===== src/rtl/lio_pkg.sv =====
package lio_pkg;

  localparam logic [1:0] SZ_BYTE  = 2'd0;
  localparam logic [1:0] SZ_DWORD = 2'd3;

  localparam logic [7:0] OFS_PSTAT = 8'h20;
  localparam logic [7:0] OFS_PMASK = 8'h21;
  localparam logic [7:0] OFS_SSTAT = 8'hA0;
  localparam logic [7:0] OFS_SMASK = 8'hA1;
  localparam logic [7:0] OFS_DMA_A = 8'h0B;
  localparam logic [7:0] OFS_DMA_B = 8'hD6;
  localparam logic [7:0] OFS_PORTB = 8'h61;
  localparam logic [7:0] OFS_TMR   = 8'h40;

  localparam logic [7:0] PORTB_SPK_HI = 8'h20;

  // latch bank slots
  localparam int LB_DMA_A = 0;
  localparam int LB_DMA_B = 1;
  localparam int LB_SMASK = 2;
  localparam int LB_NUM   = 3;

  typedef enum logic [3:0] {
    OP_NONE,
    OP_ERR,
    OP_PSTAT,
    OP_PMASK,
    OP_SSTAT,
    OP_SMASK,
    OP_DMA_A,
    OP_DMA_B,
    OP_TMR,
    OP_PORTB,
    OP_IGNORE
  } lio_op_e;

endpackage


===== src/rtl/lio_decode.sv =====
module lio_decode
  import lio_pkg::*;
#(
  parameter int ADDR_W = 8
) (
  input  logic              valid_i,
  input  logic              write_i,
  input  logic [1:0]        size_i,
  input  logic [ADDR_W-1:0] addr_i,
  output lio_op_e           op_o
);

  localparam logic [ADDR_W-1:0] A_PSTAT = ADDR_W'(OFS_PSTAT);
  localparam logic [ADDR_W-1:0] A_PMASK = ADDR_W'(OFS_PMASK);
  localparam logic [ADDR_W-1:0] A_SSTAT = ADDR_W'(OFS_SSTAT);
  localparam logic [ADDR_W-1:0] A_SMASK = ADDR_W'(OFS_SMASK);
  localparam logic [ADDR_W-1:0] A_DMA_A = ADDR_W'(OFS_DMA_A);
  localparam logic [ADDR_W-1:0] A_DMA_B = ADDR_W'(OFS_DMA_B);
  localparam logic [ADDR_W-1:0] A_PORTB = ADDR_W'(OFS_PORTB);
  localparam logic [ADDR_W-3:0] A_TMR_HI = (ADDR_W-2)'(OFS_TMR >> 2);
  // DMA control offsets that are written but hold no state
  localparam logic [ADDR_W-1:0] A_IG0 = ADDR_W'(8'h08);
  localparam logic [ADDR_W-1:0] A_IG1 = ADDR_W'(8'hD0);
  localparam logic [ADDR_W-1:0] A_IG2 = ADDR_W'(8'h0F);
  localparam logic [ADDR_W-1:0] A_IG3 = ADDR_W'(8'hDE);
  localparam logic [ADDR_W-1:0] A_IG4 = ADDR_W'(8'h0D);
  localparam logic [ADDR_W-1:0] A_IG5 = ADDR_W'(8'hDA);
  localparam logic [ADDR_W-1:0] A_IG6 = ADDR_W'(8'h0A);
  localparam logic [ADDR_W-1:0] A_IG7 = ADDR_W'(8'hD4);

  logic is_tmr;
  assign is_tmr = (addr_i[ADDR_W-1:2] == A_TMR_HI);

  always_comb begin
    op_o = OP_NONE;
    if (valid_i) begin
      op_o = OP_ERR;
      if (size_i == SZ_DWORD) begin
        if (!write_i && addr_i == A_PSTAT) op_o = OP_PSTAT;
      end else if (size_i == SZ_BYTE) begin
        if (is_tmr) begin
          op_o = OP_TMR;
        end else begin
          case (addr_i)
            A_PSTAT: op_o = OP_PSTAT;
            A_PMASK: op_o = OP_PMASK;
            A_SSTAT: op_o = write_i ? OP_ERR : OP_SSTAT;
            A_SMASK: op_o = OP_SMASK;
            A_DMA_A: op_o = write_i ? OP_DMA_A : OP_ERR;
            A_DMA_B: op_o = write_i ? OP_DMA_B : OP_ERR;
            A_PORTB: op_o = OP_PORTB;
            A_IG0, A_IG1, A_IG2, A_IG3,
            A_IG4, A_IG5, A_IG6, A_IG7: op_o = write_i ? OP_IGNORE : OP_ERR;
            default: op_o = OP_ERR;
          endcase
        end
      end
    end
  end

endmodule


===== src/rtl/lio_pic.sv =====
module lio_pic #(
  parameter int SRC_W = 8,
  parameter int IDX_W = $clog2(SRC_W) + 1
) (
  input  logic             clk_i,
  input  logic             rst_ni,
  input  logic             mask_we_i,
  input  logic [SRC_W-1:0] mask_wdata_i,
  input  logic             ack_we_i,
  input  logic [IDX_W-1:0] ack_idx_i,
  input  logic             post_valid_i,
  input  logic [SRC_W-1:0] post_vec_i,
  input  logic             clr_valid_i,
  input  logic [SRC_W-1:0] clr_vec_i,
  output logic [SRC_W-1:0] pend_o,
  output logic [SRC_W-1:0] en_o,
  output logic             irq_o
);

  logic [SRC_W-1:0] pend_q, en_q, ack_dec;
  logic [SRC_W-1:0] pend_n, en_n;
  logic             irq_q, irq_n;

  // index beyond SRC_W decodes to no bit
  for (genvar k = 0; k < SRC_W; k++) begin : g_ack
    assign ack_dec[k] = (ack_idx_i == IDX_W'(k));
  end

  // fold: bus write, then post, then clear
  always_comb begin
    pend_n = pend_q;
    en_n   = en_q;
    irq_n  = irq_q;
    if (mask_we_i) begin
      en_n = ~mask_wdata_i;
      if (|(pend_n & en_n)) begin
        if (!irq_n) irq_n = 1'b1;
      end else if (irq_n) begin
        irq_n = 1'b0;
      end
    end
    if (ack_we_i) begin
      pend_n = pend_n & ~ack_dec;
      irq_n  = 1'b0;
    end
    if (post_valid_i) begin
      pend_n = pend_n | post_vec_i;
      if (|(pend_n & en_n)) irq_n = 1'b1;
    end
    if (clr_valid_i) begin
      pend_n = pend_n & ~clr_vec_i;
      if (!(|(pend_n & en_n))) irq_n = 1'b0;
    end
  end

  always_ff @(posedge clk_i or negedge rst_ni) begin
    if (!rst_ni) begin
      pend_q <= '0;
      en_q   <= '0;
      irq_q  <= 1'b0;
    end else begin
      pend_q <= pend_n;
      en_q   <= en_n;
      irq_q  <= irq_n;
    end
  end

  assign pend_o = pend_q;
  assign en_o   = en_q;
  assign irq_o  = irq_q;

endmodule


===== src/rtl/lio_latch_bank.sv =====
module lio_latch_bank #(
  parameter int NUM  = 3,
  parameter int DW   = 8
) (
  input  logic                    clk_i,
  input  logic                    rst_ni,
  input  logic [NUM-1:0]          we_i,
  input  logic [DW-1:0]           wdata_i,
  output logic [NUM-1:0][DW-1:0]  q_o
);

  for (genvar i = 0; i < NUM; i++) begin : g_reg
    logic [DW-1:0] q;
    always_ff @(posedge clk_i or negedge rst_ni) begin
      if (!rst_ni)    q <= '0;
      else if (we_i[i]) q <= wdata_i;
    end
    assign q_o[i] = q;
  end

endmodule


===== src/rtl/lio_irq_regs.sv =====
module lio_irq_regs
  import lio_pkg::*;
#(
  parameter int ADDR_W = 8,
  parameter int DATA_W = 8,
  parameter int RSP_W  = 64
) (
  input  logic              clk_i,
  input  logic              rst_ni,
  input  logic              req_valid_i,
  input  logic              req_write_i,
  input  logic [1:0]        req_size_i,
  input  logic [ADDR_W-1:0] req_addr_i,
  input  logic [DATA_W-1:0] req_wdata_i,
  output logic              rsp_valid_o,
  output logic              rsp_err_o,
  output logic [RSP_W-1:0]  rsp_rdata_o,
  input  logic              post_valid_i,
  input  logic [DATA_W-1:0] post_vec_i,
  input  logic              clr_valid_i,
  input  logic [DATA_W-1:0] clr_vec_i,
  output logic              irq_o,
  input  logic              tmr2_out_i,
  input  logic [DATA_W-1:0] tmr_rdata_i,
  output logic              tmr_wr_o,
  output logic              tmr_rd_o,
  output logic [1:0]        tmr_sel_o,
  output logic [DATA_W-1:0] tmr_wdata_o,
  output logic [DATA_W-1:0] dma_mode_a_o,
  output logic [DATA_W-1:0] dma_mode_b_o
);

  localparam int IDX_W = $clog2(DATA_W) + 1;
  localparam int PAD_W = RSP_W - DATA_W;

  lio_op_e                    op;
  logic [DATA_W-1:0]          pend_w, en_w;
  logic [LB_NUM-1:0]          lb_we;
  logic [LB_NUM-1:0][DATA_W-1:0] lb_q;
  logic                       wr;
  logic [DATA_W-1:0]          rbyte;

  lio_decode #(.ADDR_W(ADDR_W)) u_dec (
    .valid_i (req_valid_i),
    .write_i (req_write_i),
    .size_i  (req_size_i),
    .addr_i  (req_addr_i),
    .op_o    (op)
  );

  assign wr = req_write_i;

  lio_pic #(.SRC_W(DATA_W), .IDX_W(IDX_W)) u_pic (
    .clk_i        (clk_i),
    .rst_ni       (rst_ni),
    .mask_we_i    (op == OP_PMASK && wr),
    .mask_wdata_i (req_wdata_i),
    .ack_we_i     (op == OP_PSTAT && wr),
    .ack_idx_i    (req_wdata_i[IDX_W-1:0]),
    .post_valid_i (post_valid_i),
    .post_vec_i   (post_vec_i),
    .clr_valid_i  (clr_valid_i),
    .clr_vec_i    (clr_vec_i),
    .pend_o       (pend_w),
    .en_o         (en_w),
    .irq_o        (irq_o)
  );

  always_comb begin
    lb_we           = '0;
    lb_we[LB_DMA_A] = (op == OP_DMA_A) && wr;
    lb_we[LB_DMA_B] = (op == OP_DMA_B) && wr;
    lb_we[LB_SMASK] = (op == OP_SMASK) && wr;
  end

  lio_latch_bank #(.NUM(LB_NUM), .DW(DATA_W)) u_lb (
    .clk_i   (clk_i),
    .rst_ni  (rst_ni),
    .we_i    (lb_we),
    .wdata_i (req_wdata_i),
    .q_o     (lb_q)
  );

  assign dma_mode_a_o = lb_q[LB_DMA_A];
  assign dma_mode_b_o = lb_q[LB_DMA_B];

  assign tmr_wr_o    = (op == OP_TMR) && wr;
  assign tmr_rd_o    = (op == OP_TMR) && !wr;
  assign tmr_sel_o   = req_addr_i[1:0];
  assign tmr_wdata_o = req_wdata_i;

  always_comb begin
    rbyte = '0;
    if (!wr) begin
      case (op)
        OP_PSTAT: rbyte = pend_w;
        OP_PMASK: rbyte = en_w;
        OP_SMASK: rbyte = lb_q[LB_SMASK];
        OP_TMR:   rbyte = tmr_rdata_i;
        OP_PORTB: rbyte = tmr2_out_i ? DATA_W'(PORTB_SPK_HI) : '0;
        default:  rbyte = '0;
      endcase
    end
  end

  always_ff @(posedge clk_i or negedge rst_ni) begin
    if (!rst_ni) begin
      rsp_valid_o <= 1'b0;
      rsp_err_o   <= 1'b0;
      rsp_rdata_o <= '0;
    end else begin
      rsp_valid_o <= req_valid_i;
      rsp_err_o   <= (op == OP_ERR);
      rsp_rdata_o <= {{PAD_W{1'b0}}, rbyte};
    end
  end

endmodule


===== config.mk =====
export PLATFORM = sky130hd
export DESIGN_NAME = lio_irq_regs
export DESIGN_NICKNAME = d
export VERILOG_FILES = /design/src/rtl/lio_pkg.sv /design/src/rtl/lio_decode.sv /design/src/rtl/lio_pic.sv /design/src/rtl/lio_latch_bank.sv /design/src/rtl/lio_irq_regs.sv
export SDC_FILE = /design/constraint.sdc
export NUM_CORES = 1
export LEC_CHECK = 0
export ABC_AREA = 1
export BUFFER_PORTS_ARGS = -buffer_cell sky130_fd_sc_hd__buf_4
export CAP_MARGIN = 30
export CORE_MARGIN = 4
export CORE_UTILIZATION = 40
export CTS_CLUSTER_DIAMETER = 80
export DETAILED_ROUTE_END_ITERATION = 8
export GPL_TIMING_DRIVEN = 0
export PLACE_DENSITY = 0.68
export SETUP_SLACK_MARGIN = 0.02
export SYNTH_ARGS = -nofsm -noshare
export SYNTH_HDL_FRONTEND = slang
export SYNTH_SLANG_ARGS = --single-unit
export TNS_END_PERCENT = 100

===== constraint.sdc =====
create_clock -name clk_i -period 2.3 [get_ports clk_i]
set_input_delay 0.46 -clock clk_i [delete_from_list [all_inputs] [get_ports clk_i]]
set_output_delay 0.46 -clock clk_i [all_outputs]
set_load 0.005 [all_outputs]

==> summary.txt, run 1 <==
===========================================================================
Run status                                                     finished, violations left
Failing checks                                                 negative setup slack
Placer's final routability congestion estimate                        0.889
Data required, critical path                                        2.55 ns
Overall power                                                       2080 uW
Final HPWL from detailed placement                                  7.74 mm
Clock latency on the worst-skew pair                                0.31 ns
CTS tree                                                              built
CP max-delay cell                                              sky130_fd_sc_hd__o21ai_0
Leftover overflow at the end of global routing                            0
Worst path arrival time                                             2.77 ns
Total iterations of the first detailed-routing run                        5
Average instance area after synthesis                            7.17 sq um
Sinks on the clock net                                                   51
Vias in the first global route                                         3399
Worst hold-check path type                                      in -> async
Global-route wire length before repair                              16.3 mm
Via density                                                            4.88
Die Footprint                                                   10600 sq um
Average wire length per cell after detail routing                   14.3 um
Antenna violations before repair                                          0
Peak clock frequency supported by timing                            397 MHz
Die Wd                                                               103 um
Multi-input gate area                                            2120 sq um
Number of primary I/O pins                                              144
Sequential area share after synthesis                                 35.2%
Number of synthesis warnings                                              0
Clock transition at the registers of the reported paths             0.10 ns
Cell types with the largest area share after synthesis         sky130_fd_sc_hd__dfrtp_1 (35%), sky130_fd_sc_hd__buf_4 (17%), sky130_fd_sc_hd__nand2_1 (14%)
Prevailing post-synth register cell                            sky130_fd_sc_hd__dfrtp_1
Type of destination of the critical path                           register
Number of max-capacitance violations reported                             0
Synthesized netlist cell count                                          505
Fillers                                                                 745
Cell taking the most area after synthesis                      sky130_fd_sc_hd__dfrtp_1
Aggregate global-route resource usage                                 19.4%
Unrepaired setup endpoints after global routing                         yes
Critical Path Start Type                                          input pin
Post-layout net count                                                   734
Synth async-reset ratio                                                100%
Placed instance count                                                   754
Fraction of final layout cells sized beyond drive strength 1          46.1%
Area occupied by registers                                       1280 sq um
Final Hold Slack                                                   0.165 ns
Critical Setup Path Class                                         in -> reg
Maximum number of pins on one net before global-route repair             52
Total buffers and inverters traversed by the critical path                5
Number of antenna diodes                                                  0
Slew @ Worst Pin                                                   0.640 ns
Largest driver fanout on the critical path                                7
Die Span Y                                                           103 um
Count of cell types in the netlist                                       35
Crit share post-route                                                  110%
Max Slew Vio Count                                                        0
Final ANT Viol Nets                                                       0
Share of the synthesized area in the top cell type                    35.2%
Number of CTS-inserted buffers                                            5
Starting Density                                                      41.3%
DRC violations left                                                       0
Power per cell area                                             376 nW/um^2
Family with the most delay on the worst path                   simple AND/OR/NAND/NOR gates
CTS max path bufs                                                         2
Number of setup violations in the final report                           21
I/O Buffers                                                              86
Count of vias placed by the detailed router                            3874
Rel. slew slack                                                       57.3%
Synth-to-Final Area Change                                            52.7%
Floorplan core area                                              8760 sq um
Delay of the slowest cell on the worst path                         0.25 ns
H-tree lvl count                                                          2
Worst clock skew                                                 0.00581 ns
Minimum clock period                                                2.52 ns
Num rows                                                                 34
Clock root buffer                                              sky130_fd_sc_hd__clkbuf_8
Final hold violation count                                                0
Post-layout worst setup margin                                    -0.220 ns
Post-synth EDFFs                                                          0
Aggregate routed wire length                                        11.4 mm
Mapped cell area                                                 3620 sq um
Violation count after the first detailed-routing iteration              274
Worst VDD drop                                                       276 uV
Lkg Pwr                                                          0.00295 uW
CTS hold repair buffers                                                   0
FF+latch count, synth                                                    51
Critical-path cell list                                        buf_8 > inv_6 > nand2_4 > nor2_4 > nand2_1 > nand2_1 > nor2_1 > nand3_1 > nand3_2 > nand2_2 > nand2_4 > buf_6 > buf_4 > a21oi_4 > buf_4 > nand3_4 > o21ai_0 > a221oi_1 > nor2_1
Final Instance Count excl. Fillers                                      794
===========================================================================
## worst register-to-register path, cell delays in order, from the launching register on
cell and delay [ns]:
sky130_fd_sc_hd__dfrtp_1 0.39, sky130_fd_sc_hd__inv_1 0.12, sky130_fd_sc_hd__o21ai_0 0.12, sky130_fd_sc_hd__nor4_1 0.37, sky130_fd_sc_hd__o21ai_0 0.14, sky130_fd_sc_hd__nand2_1 0.07, sky130_fd_sc_hd__nand2_1 0.04, sky130_fd_sc_hd__nand2_1 0.06
sky130_fd_sc_hd__inv_1 0.03
## state kept, by name (all words and copies together), names as in the netlist
signal        cells
rsp_err_o         1
rsp_rdata_o       8
rsp_valid_o       1
u_lb.g.q         24
u_pic.en_o        8
u_pic.irq_o       1
u_pic.pend_o      8
## cells in the final DEF (no fill, tap or decap), types with 8 or more instances in the layout
cell	n
sky130_fd_sc_hd__buf_4	186
sky130_fd_sc_hd__nand2_1	95
sky130_fd_sc_hd__conb_1	56
sky130_fd_sc_hd__dfrtp_1	51
sky130_fd_sc_hd__inv_1	44
sky130_fd_sc_hd__o21ai_0	31
sky130_fd_sc_hd__nand2_2	30
sky130_fd_sc_hd__nand3_1	28
sky130_fd_sc_hd__nor2_1	27
sky130_fd_sc_hd__nand2_4	15
sky130_fd_sc_hd__nor2_4	14
sky130_fd_sc_hd__buf_6	12
sky130_fd_sc_hd__nand3_2	8
sky130_fd_sc_hd__o21ai_2	8
## final cells by class
class                   count  share of cell area, %
multi-input cells         366                   38.3
well taps                 108                   2.44
plain buffers              87                   11.9
repair buffers            118                   17.7
inverters                  56                   4.59
clock inverters             3                  0.792
clock buffers               5                   1.24
flip-flops and latches     51                   23.1
## power breakdown
part           total, uW  leakage [uW]  switching, uW  internal, uW
clock                636     0.0000581            312           324
sequential           940      0.000686           19.0           921
combinational        504       0.00221            270           234
total               2080       0.00295            601          1480
## metrics by stage
stage               setup TNS, ns  area (sq um)  utilization (%)  worst slack [ns]
floorplan                 -0.0537          3830                -           -0.0537
global placement           -11.04          4610             52.6            -0.602
detailed placement         -13.20          4610             52.6            -0.670
CTS                       -0.0914          5180             59.1           -0.0568
global route                -5.32          5530             63.1            -0.388
finish                      -1.89          5530             63.1            -0.220
## kinds of logic after synthesis
kind of cell	share of synthesized area, %
buffers and inverters	23.7
AO/OA/AOI/OAI	12.5
other	0.104
AND/OR/NAND/NOR	28.4
flip-flops	35.2
## cells in the mapped netlist, types with 3 or more instances
cell type,instances
sky130_fd_sc_hd__a221oi_1,5
sky130_fd_sc_hd__o22ai_1,3
sky130_fd_sc_hd__o211ai_1,3
sky130_fd_sc_hd__buf_4,83
sky130_fd_sc_hd__o21ai_2,3
sky130_fd_sc_hd__o21ai_0,39
sky130_fd_sc_hd__clkbuf_1,4
sky130_fd_sc_hd__nor3_1,3
sky130_fd_sc_hd__nand2_1,132
sky130_fd_sc_hd__a21oi_1,9
sky130_fd_sc_hd__nand2_2,7
sky130_fd_sc_hd__a31oi_1,4
sky130_fd_sc_hd__nor2_1,40
sky130_fd_sc_hd__dfrtp_1,51
sky130_fd_sc_hd__o21a_1,3
sky130_fd_sc_hd__inv_2,9
sky130_fd_sc_hd__nand3_1,37
sky130_fd_sc_hd__nor2_2,4
sky130_fd_sc_hd__inv_1,47
sky130_fd_sc_hd__nand4_1,4
## path summary, 6_finish.rpt
path	startpoint	to	slack, ns	cells past startpoint
max	req_addr_i[2]	rsp_rdata_o[3]$_DFF_PN0_	-0.22	19
min	rst_ni	u_lb.g_reg[1].q[6]$_DFFE_PN0P_	0.16	1
max reg2reg	u_pic.pend_o[6]$_DFF_PN0_	u_pic.irq_o$_DFF_PN0_	0.86	8
min reg2reg	u_lb.g_reg[1].q[7]$_DFFE_PN0P_	u_lb.g_reg[1].q[7]$_DFFE_PN0P_	0.49	2
max in group asynchronous	rst_ni	u_pic.pend_o[5]$_DFF_PN0_	1.71	1
min in group clk_i	req_valid_i	rsp_valid_o$_DFF_PN0_	0.31	1
## per-layer routing
| metal | track usage [%] | vias up | routed length (um) |
|---|---|---|---|
| li1 | - | 1854 | - |
| met1 | 26.2 | 1776 | 4560 |
| met2 | 31.8 | 219 | 5570 |
| met3 | 3.32 | 25 | 1010 |
| met4 | 5.58 | 0 | 248 |
| met5 | 0 | - | 0 |
## what timing repair did
item                       4_1_cts  5_1_grt
cloned                           2        0
setup endpoints to repair       21       39
pin swaps                       26       47
buffers inserted                20       12
gates resized for setup         82       73
Note: power is estimated with default switching activity, not from simulation.
==> run 2: changes to the inputs <==
Settings changed: CAP_MARGIN 30 to not set, PLACE_DENSITY 0.68 to not set, PLACE_DENSITY_LB_ADDON set to 0.1.
==> run 2 against run 1 <==
Net effect: the run still ends with negative setup slack left; hold slack better by 0.018 ns; largest power group unchanged; clock power up 5.5%; register-to-register slack better by 0.05 ns; critical endpoint is now u_pic.irq_o$_DFF_PN0_; combinational power up 1%; via count decreased by 5.6%; highest routed layer unchanged; fmax rose by 4.3%; final area down 1.2%; die area is the same.
==> summary.txt, run 2 (synthesized netlist as in run 1, its figures left out) <==
==================================================================================
Run status                                                            finished, violations left
Failing checks                                                        negative setup slack
Placed cell area                                                        4610 sq um   unchanged
Area occupied by registers                                              1280 sq um   unchanged
Slew @ Worst Pin                                                          0.679 ns   +0.0395 ns
Aggregate global-route resource usage                                        19.7%   +0.30 points
Worst path arrival time                                                    2.68 ns   -0.09 ns
Critical Path Start Type                                                 input pin
Number of max-capacitance violations reported                                    0   unchanged
Number of primary I/O pins                                                     144   unchanged
Post-layout net count                                                          730   -0.54%
Commonest non-fill, non-tap cells in the layout                       sky130_fd_sc_hd__buf_4 (183), sky130_fd_sc_hd__nand2_1 (98), sky130_fd_sc_hd__conb_1 (56)
Die Footprint                                                          10600 sq um   unchanged
Number of antenna diodes                                                         0   unchanged
Worst clock skew                                                         0.0159 ns   +0.0101 ns
Post-route core utilization                                                  62.4%   -0.76 points
Critical Setup Path Class                                                in -> reg
Number of setup violations in the final report                                   3   -86%
DRC violations left                                                              0   unchanged
Multi-input gate area                                                   2050 sq um   -3.1%
Fillers                                                                        780   +4.7%
I/O Buffers                                                                     86   unchanged
Critical-path cell list                                               buf_12 > clkinv_8 > nand2_8 > nor2_4 > nand3_2 > nand2_2 > nand2_2 > nand2_2 > nand2_2 > a21oi_4 > nand4_1 > nor2_4 > buf_12 > nand2_4 > nand2_2 > nand2_1 > nand2_1 > nor2_1 > nand2_1 > nand2_1 > nand2_1 > nand2_1 > inv_1
Placer's final routability congestion estimate                               0.838   -5.8%
Clock root buffer                                                     sky130_fd_sc_hd__clkbuf_8
CTS hold repair buffers                                                          0   unchanged
Final ANT Viol Nets                                                              0   unchanged
Worst VDD drop                                                              263 uV   -4.9%
Most used cell along the critical path                                sky130_fd_sc_hd__nand2_1
Power per cell area                                                    388 nW/um^2   +3.1%
Maximum number of pins on one net before global-route repair                    52   unchanged
Placed instance count                                                          754   unchanged
CTS tree                                                                     built
Aggregate routed wire length                                               10.7 mm   -5.9%
Number of CTS-inserted buffers                                                   5   unchanged
Largest driver fanout on the critical path                                       6   -1
Starting Density                                                             41.3%   unchanged
Data required, critical path                                               2.56 ns   about the same
Clock transition at the registers of the reported paths                    0.10 ns   about the same
Final Instance Count excl. Fillers                                             790   -0.50%
Post-placement worst setup slack                                         -0.610 ns   +0.0598 ns
Die Span Y                                                                  103 um   unchanged
Post-route cell area                                                    5460 sq um   -1.2%
Count of vias placed by the detailed router                                   3656   -5.6%
Minimum clock period                                                       2.42 ns   -0.104 ns
Most common cell after layout, fill and taps aside                    sky130_fd_sc_hd__buf_4
Global-route wire length before repair                                     16.4 mm   +0.60%
Fraction of final layout cells sized beyond drive strength 1                 43.8%   -2.2 points
Via density                                                                   4.63   -5.1%
Final hold violation count                                                       0   unchanged
Leftover overflow at the end of global routing                                   0   unchanged
CP max-delay cell                                                     sky130_fd_sc_hd__nand4_1
Sinks on the clock net                                                          51   unchanged
Type of destination of the critical path                                  register
H-tree lvl count                                                                 2   unchanged
Synth-to-Final Area Change                                                   50.9%
Rel. slew slack                                                              54.7%   -2.6 points
Unrepaired setup endpoints after global routing                                yes
Peak clock frequency supported by timing                                   414 MHz   +4.3%
Violation count after the first detailed-routing iteration                     202   -26%
Crit share post-route                                                         105%   -4.5 points
Floorplan core area                                                     8760 sq um   unchanged
Clock latency on the worst-skew pair                                       0.31 ns   about the same
Final Hold Slack                                                          0.182 ns   +0.0175 ns
R2r setup slk                                                              0.91 ns   +0.05 ns
Antenna violations before repair                                                 0   unchanged
Family with the most delay on the worst path                          simple AND/OR/NAND/NOR gates
Final HPWL from detailed placement                                         7.75 mm   +0.23%
Die Wd                                                                      103 um   unchanged
Average wire length per cell after detail routing                          13.6 um   -5.4%
Total iterations of the first detailed-routing run                               5   unchanged
Vias in the first global route                                                3305   -2.8%
Total buffers and inverters traversed by the critical path                       4   -1
Worst hold-check path type                                             in -> async
Flip-flop count of the largest register, all copies and words added             24   unchanged
Num rows                                                                        34   unchanged
Delay of the slowest cell on the worst path                                0.28 ns   +0.03 ns
Post-layout worst setup margin                                           -0.116 ns   +0.104 ns
Max Slew Vio Count                                                               0   unchanged
CTS max path bufs                                                                2   unchanged
Reg with most FFs                                                         u_lb.g.q
Lkg Pwr                                                                 0.00296 uW   +0.24%
==================================================================================
## run 2: cell count changes in the layout (fill, tap and decap cells not counted), sizes merged
cell      before  now
buf          203  199
clkbuf         7    8
clkinvlp       1    0
## run 2: repair_timing
| action | CTS | global route |
|---|---|---|
| gates cloned | 1 | 0 |
| hold endpoints to repair | 0 | 0 |
| pin swaps | 46 | 53 |
| resized for setup | 84 | 67 |
| endpoints found under the setup margin | 18 | 40 |
| buffers inserted | 17 | 11 |
## run 2: path summary, 6_finish.rpt
| check | endpoint | start | cells past startpoint |
|---|---|---|---|
| min reg2reg | u_lb.g_reg[0].q[0]$_DFFE_PN0P_ | u_lb.g_reg[0].q[0]$_DFFE_PN0P_ | 2 |
| max in group asynchronous | u_lb.g_reg[2].q[1]$_DFFE_PN0P_ | rst_ni | 1 |
| max | u_pic.irq_o$_DFF_PN0_ | req_addr_i[6] | 23 |
| min | u_lb.g_reg[0].q[5]$_DFFE_PN0P_ | rst_ni | 1 |
| min in group clk_i | rsp_valid_o$_DFF_PN0_ | req_valid_i | 1 |
| max reg2reg | u_pic.irq_o$_DFF_PN0_ | u_pic.pend_o[6]$_DFF_PN0_ | 8 |
## run 2: per-layer routing
layer / vias to the layer above / part of all wire [%] / track usage (%)
li1: 1843 / - / -
met1: 1650 / 42 / 27.8
met2: 152 / 49 / 32.4
met3: 11 / 7.8 / 2.91
met4: 0 / 0.62 / 3.39
met5: - / 0 / 0
## run 2: power breakdown
part	internal [uW]	leakage, uW	switching (uW)
registers	921	0.000686	17.7
logic	240	0.00221	269
clock network	358	0.0000618	313
## run 2: cell type report
cell class | instances | share of cell area (%)
buffer | 87 | 12.0
clock buffer | 6 | 1.51
clock inverter | 2 | 0.710
inverter | 56 | 5.04
multi-input combinational | 366 | 37.5
sequential | 51 | 23.4
tap | 108 | 2.47
timing repair buffer | 114 | 17.4
## run 2: metrics by stage
step / setup TNS, ns / total power (uW)
after floorplan: -0.0537 / 1200
after global routing: -2.59 / 2230
after CTS: -0.0246 / 2090
after detailed placement: -12.76 / 1370
final: -0.141 / 2120
after global placement: -11.25 / 1360
## run 2: worst reg2reg max path: stages (launching register included)
cell,delay (ns)
sky130_fd_sc_hd__dfrtp_1,0.40
sky130_fd_sc_hd__inv_1,0.12
sky130_fd_sc_hd__o21ai_0,0.11
sky130_fd_sc_hd__nor4_1,0.33
sky130_fd_sc_hd__o21ai_0,0.14
sky130_fd_sc_hd__nand2_1,0.07
sky130_fd_sc_hd__nand2_1,0.05
sky130_fd_sc_hd__nand2_1,0.06
sky130_fd_sc_hd__inv_1,0.03
==> run 3: changes to the inputs <==
Settings changed: RECOVER_POWER set to 50.
==> run 3 against run 2 <==
Net effect: the flow still finishes with violations (negative setup slack); fmax about the same; highest routed layer unchanged; register-to-register slack about the same; largest power group unchanged; clock skew down 0.0025 ns; sequential cell count unchanged; critical path depth unchanged; sequential power about the same; hold slack better by 0.13 ns; final cell count unchanged; clock power about the same.
==> summary.txt, run 3 (synthesized netlist as in run 1, its figures left out) <==
==================================================================================
Number of max-capacitance violations reported                                    0   unchanged
Final hold violation count                                                       0   unchanged
Number of CTS-inserted buffers                                                   5   unchanged
I/O Buffers                                                                     86   unchanged
Worst hold-check path type                                               in -> reg
Vias in the first global route                                                3305   unchanged
CTS max path bufs                                                                2   unchanged
Depth of the worst register-to-register path                                     8   unchanged
Critical Path Start Type                                                 input pin
Aggregate global-route resource usage                                        19.7%   unchanged
Largest driver fanout on the critical path                                       6   unchanged
Synth-to-Final Area Change                                                   50.7%
Delay of the slowest cell on the worst path                                0.28 ns   about the same
Number of setup violations in the final report                                   3   unchanged
Die Span Y                                                                  103 um   unchanged
Commonest non-fill, non-tap cells in the layout                       sky130_fd_sc_hd__buf_4 (174), sky130_fd_sc_hd__nand2_1 (98), sky130_fd_sc_hd__conb_1 (56)
Hold-critical path depth                                                         1
Fraction of final layout cells sized beyond drive strength 1                 43.7%   -0.15 points
Final HPWL from detailed placement                                         7.75 mm   unchanged
H-tree lvl count                                                                 2   unchanged
Max Slew Vio Count                                                               0   unchanged
Clock latency on the worst-skew pair                                       0.31 ns   about the same
Total iterations of the first detailed-routing run                               5   unchanged
Lkg Pwr                                                                 0.00295 uW   -0.24%
Critical-path cell list                                               buf_12 > clkinv_8 > nand2_8 > nor2_4 > nand3_2 > nand2_2 > nand2_2 > nand2_2 > nand2_2 > a21oi_4 > nand4_1 > nor2_4 > buf_12 > nand2_2 > nand2_2 > nand2_1 > nand2_1 > nor2_1 > nand2_1 > nand2_1 > nand2_1 > nand2_1 > inv_1
Sinks on the clock net                                                          51   unchanged
Maximum number of pins on one net before global-route repair                    52   unchanged
Peak clock frequency supported by timing                                   414 MHz   about the same
Crit share post-route                                                         105%   about the same
Worst VDD drop                                                              264 uV   +0.38%
Die Wd                                                                      103 um   unchanged
Via density                                                                   4.62   -0.11%
Clock transition at the registers of the reported paths                    0.10 ns   about the same
Num rows                                                                        34   unchanged
Run status                                                            finished, violations left
Worst path arrival time                                                    2.68 ns   about the same
Clock root buffer                                                     sky130_fd_sc_hd__clkbuf_8
Aggregate routed wire length                                               10.7 mm   -0.48%
Average wire length per cell after detail routing                          13.5 um   -0.48%
Post-route core utilization                                                  62.3%   -0.071 points
Slew @ Worst Pin                                                           1.32 ns   +0.645 ns
Post-layout net count                                                          730   unchanged
Starting Density                                                             41.3%   unchanged
Type of destination of the critical path                                  register
DRC violations left                                                              0   unchanged
Data required, critical path                                               2.56 ns   about the same
Worst clock skew                                                         0.0134 ns   -0.00249 ns
Floorplan core area                                                     8760 sq um   unchanged
Failing checks                                                        negative setup slack
Number of antenna diodes                                                         0   unchanged
Placer's final routability congestion estimate                               0.838   unchanged
Minimum clock period                                                       2.42 ns   +0.000721 ns
Leftover overflow at the end of global routing                                   0   unchanged
Power per cell area                                                    388 nW/um^2   about the same
Count of vias placed by the detailed router                                   3652   -0.11%
Number of primary I/O pins                                                     144   unchanged
Reg with most FFs                                                         u_lb.g.q
Flip-flop count of the largest register, all copies and words added             24   unchanged
Antenna violations before repair                                                 0   unchanged
CTS tree                                                                     built
Unrepaired setup endpoints after global routing                                yes
Rel. slew slack                                                              11.7%   -43 points
Post-layout worst setup margin                                           -0.117 ns   -0.000721 ns
Most common cell after layout, fill and taps aside                    sky130_fd_sc_hd__buf_4
Post-placement worst setup slack                                         -0.610 ns   unchanged
Violation count after the first detailed-routing iteration                     186   -7.9%
CP max-delay cell                                                     sky130_fd_sc_hd__nand4_1
Final ANT Viol Nets                                                              0   unchanged
Critical Setup Path Class                                                in -> reg
Global-route wire length before repair                                     16.4 mm   unchanged
Die Footprint                                                          10600 sq um   unchanged
==================================================================================
-- run 3: critical path, delay by kind of cell --
kind                   cells  cell delay, ns
AO/OA/AOI/OAI              1            0.26
AND/OR/NAND/NOR           18            1.59
buffers and inverters      4            0.37
-- run 3: power by group --
part / switching (uW) / internal (uW) / total (uW) / leakage [uW]
Sequential: 17.5 / 921 / 939 / 0.000686
Clock: 311 / 358 / 669 / 0.0000618
Combinational: 268 / 239 / 507 / 0.00221
-- run 3: metrics by stage --
step	setup TNS (ns)	cells	hold WS (ns)	power (uW)	area [sq um]
finish	-0.141	790	0.311	2120	5460
global placement	-11.25	754	0.469	1360	4610
global route	-2.59	790	0.299	2230	5460
CTS	-0.0246	780	0.200	2090	5160
floorplan	-0.0537	560	0.164	1200	3830
detailed placement	-12.76	754	0.475	1370	4610
-- run 3: repair_timing --
item | CTS | global route
setup buffers | 17 | 11
pin swaps | 46 | 53
endpoints found under the setup margin | 18 | 40
gates cloned | 1 | 0
hold buffers | 0 | 0
hold endpoints to repair | 0 | 0
resized for setup | 84 | 67
-- run 3: per-layer routing --
metal | track usage (%) | share of wire [%] | vias up
met4 | 3.39 | 0.62 | 0
met1 | 27.8 | 42 | 1647
met3 | 2.91 | 8.3 | 11
met2 | 32.4 | 49 | 153
met5 | 0 | 0 | -
li1 | - | - | 1841
-- run 3: layout make-up --
cell class,instances,area [sq um]
fill,781,3310
tap,108,135
sequential,51,1280
multi-input combinational,366,2050
clock buffer,6,82.6
buffer,87,654
timing repair buffer,114,945
clock inverter,2,38.8
inverter,56,275
-- run 3: final timing paths --
kind / from / slack (ns) / to
max: req_addr_i[6] / -0.12 / u_pic.irq_o$_DFF_PN0_
min: req_valid_i / 0.31 / rsp_valid_o$_DFF_PN0_
max reg2reg: u_pic.pend_o[6]$_DFF_PN0_ / 0.91 / u_pic.irq_o$_DFF_PN0_
min reg2reg: u_lb.g_reg[0].q[0]$_DFFE_PN0P_ / 0.49 / u_lb.g_reg[0].q[0]$_DFFE_PN0P_
max in group asynchronous: rst_ni / 1.07 / u_lb.g_reg[2].q[1]$_DFFE_PN0P_
min in group asynchronous: rst_ni / 0.43 / u_lb.g_reg[0].q[5]$_DFFE_PN0P_
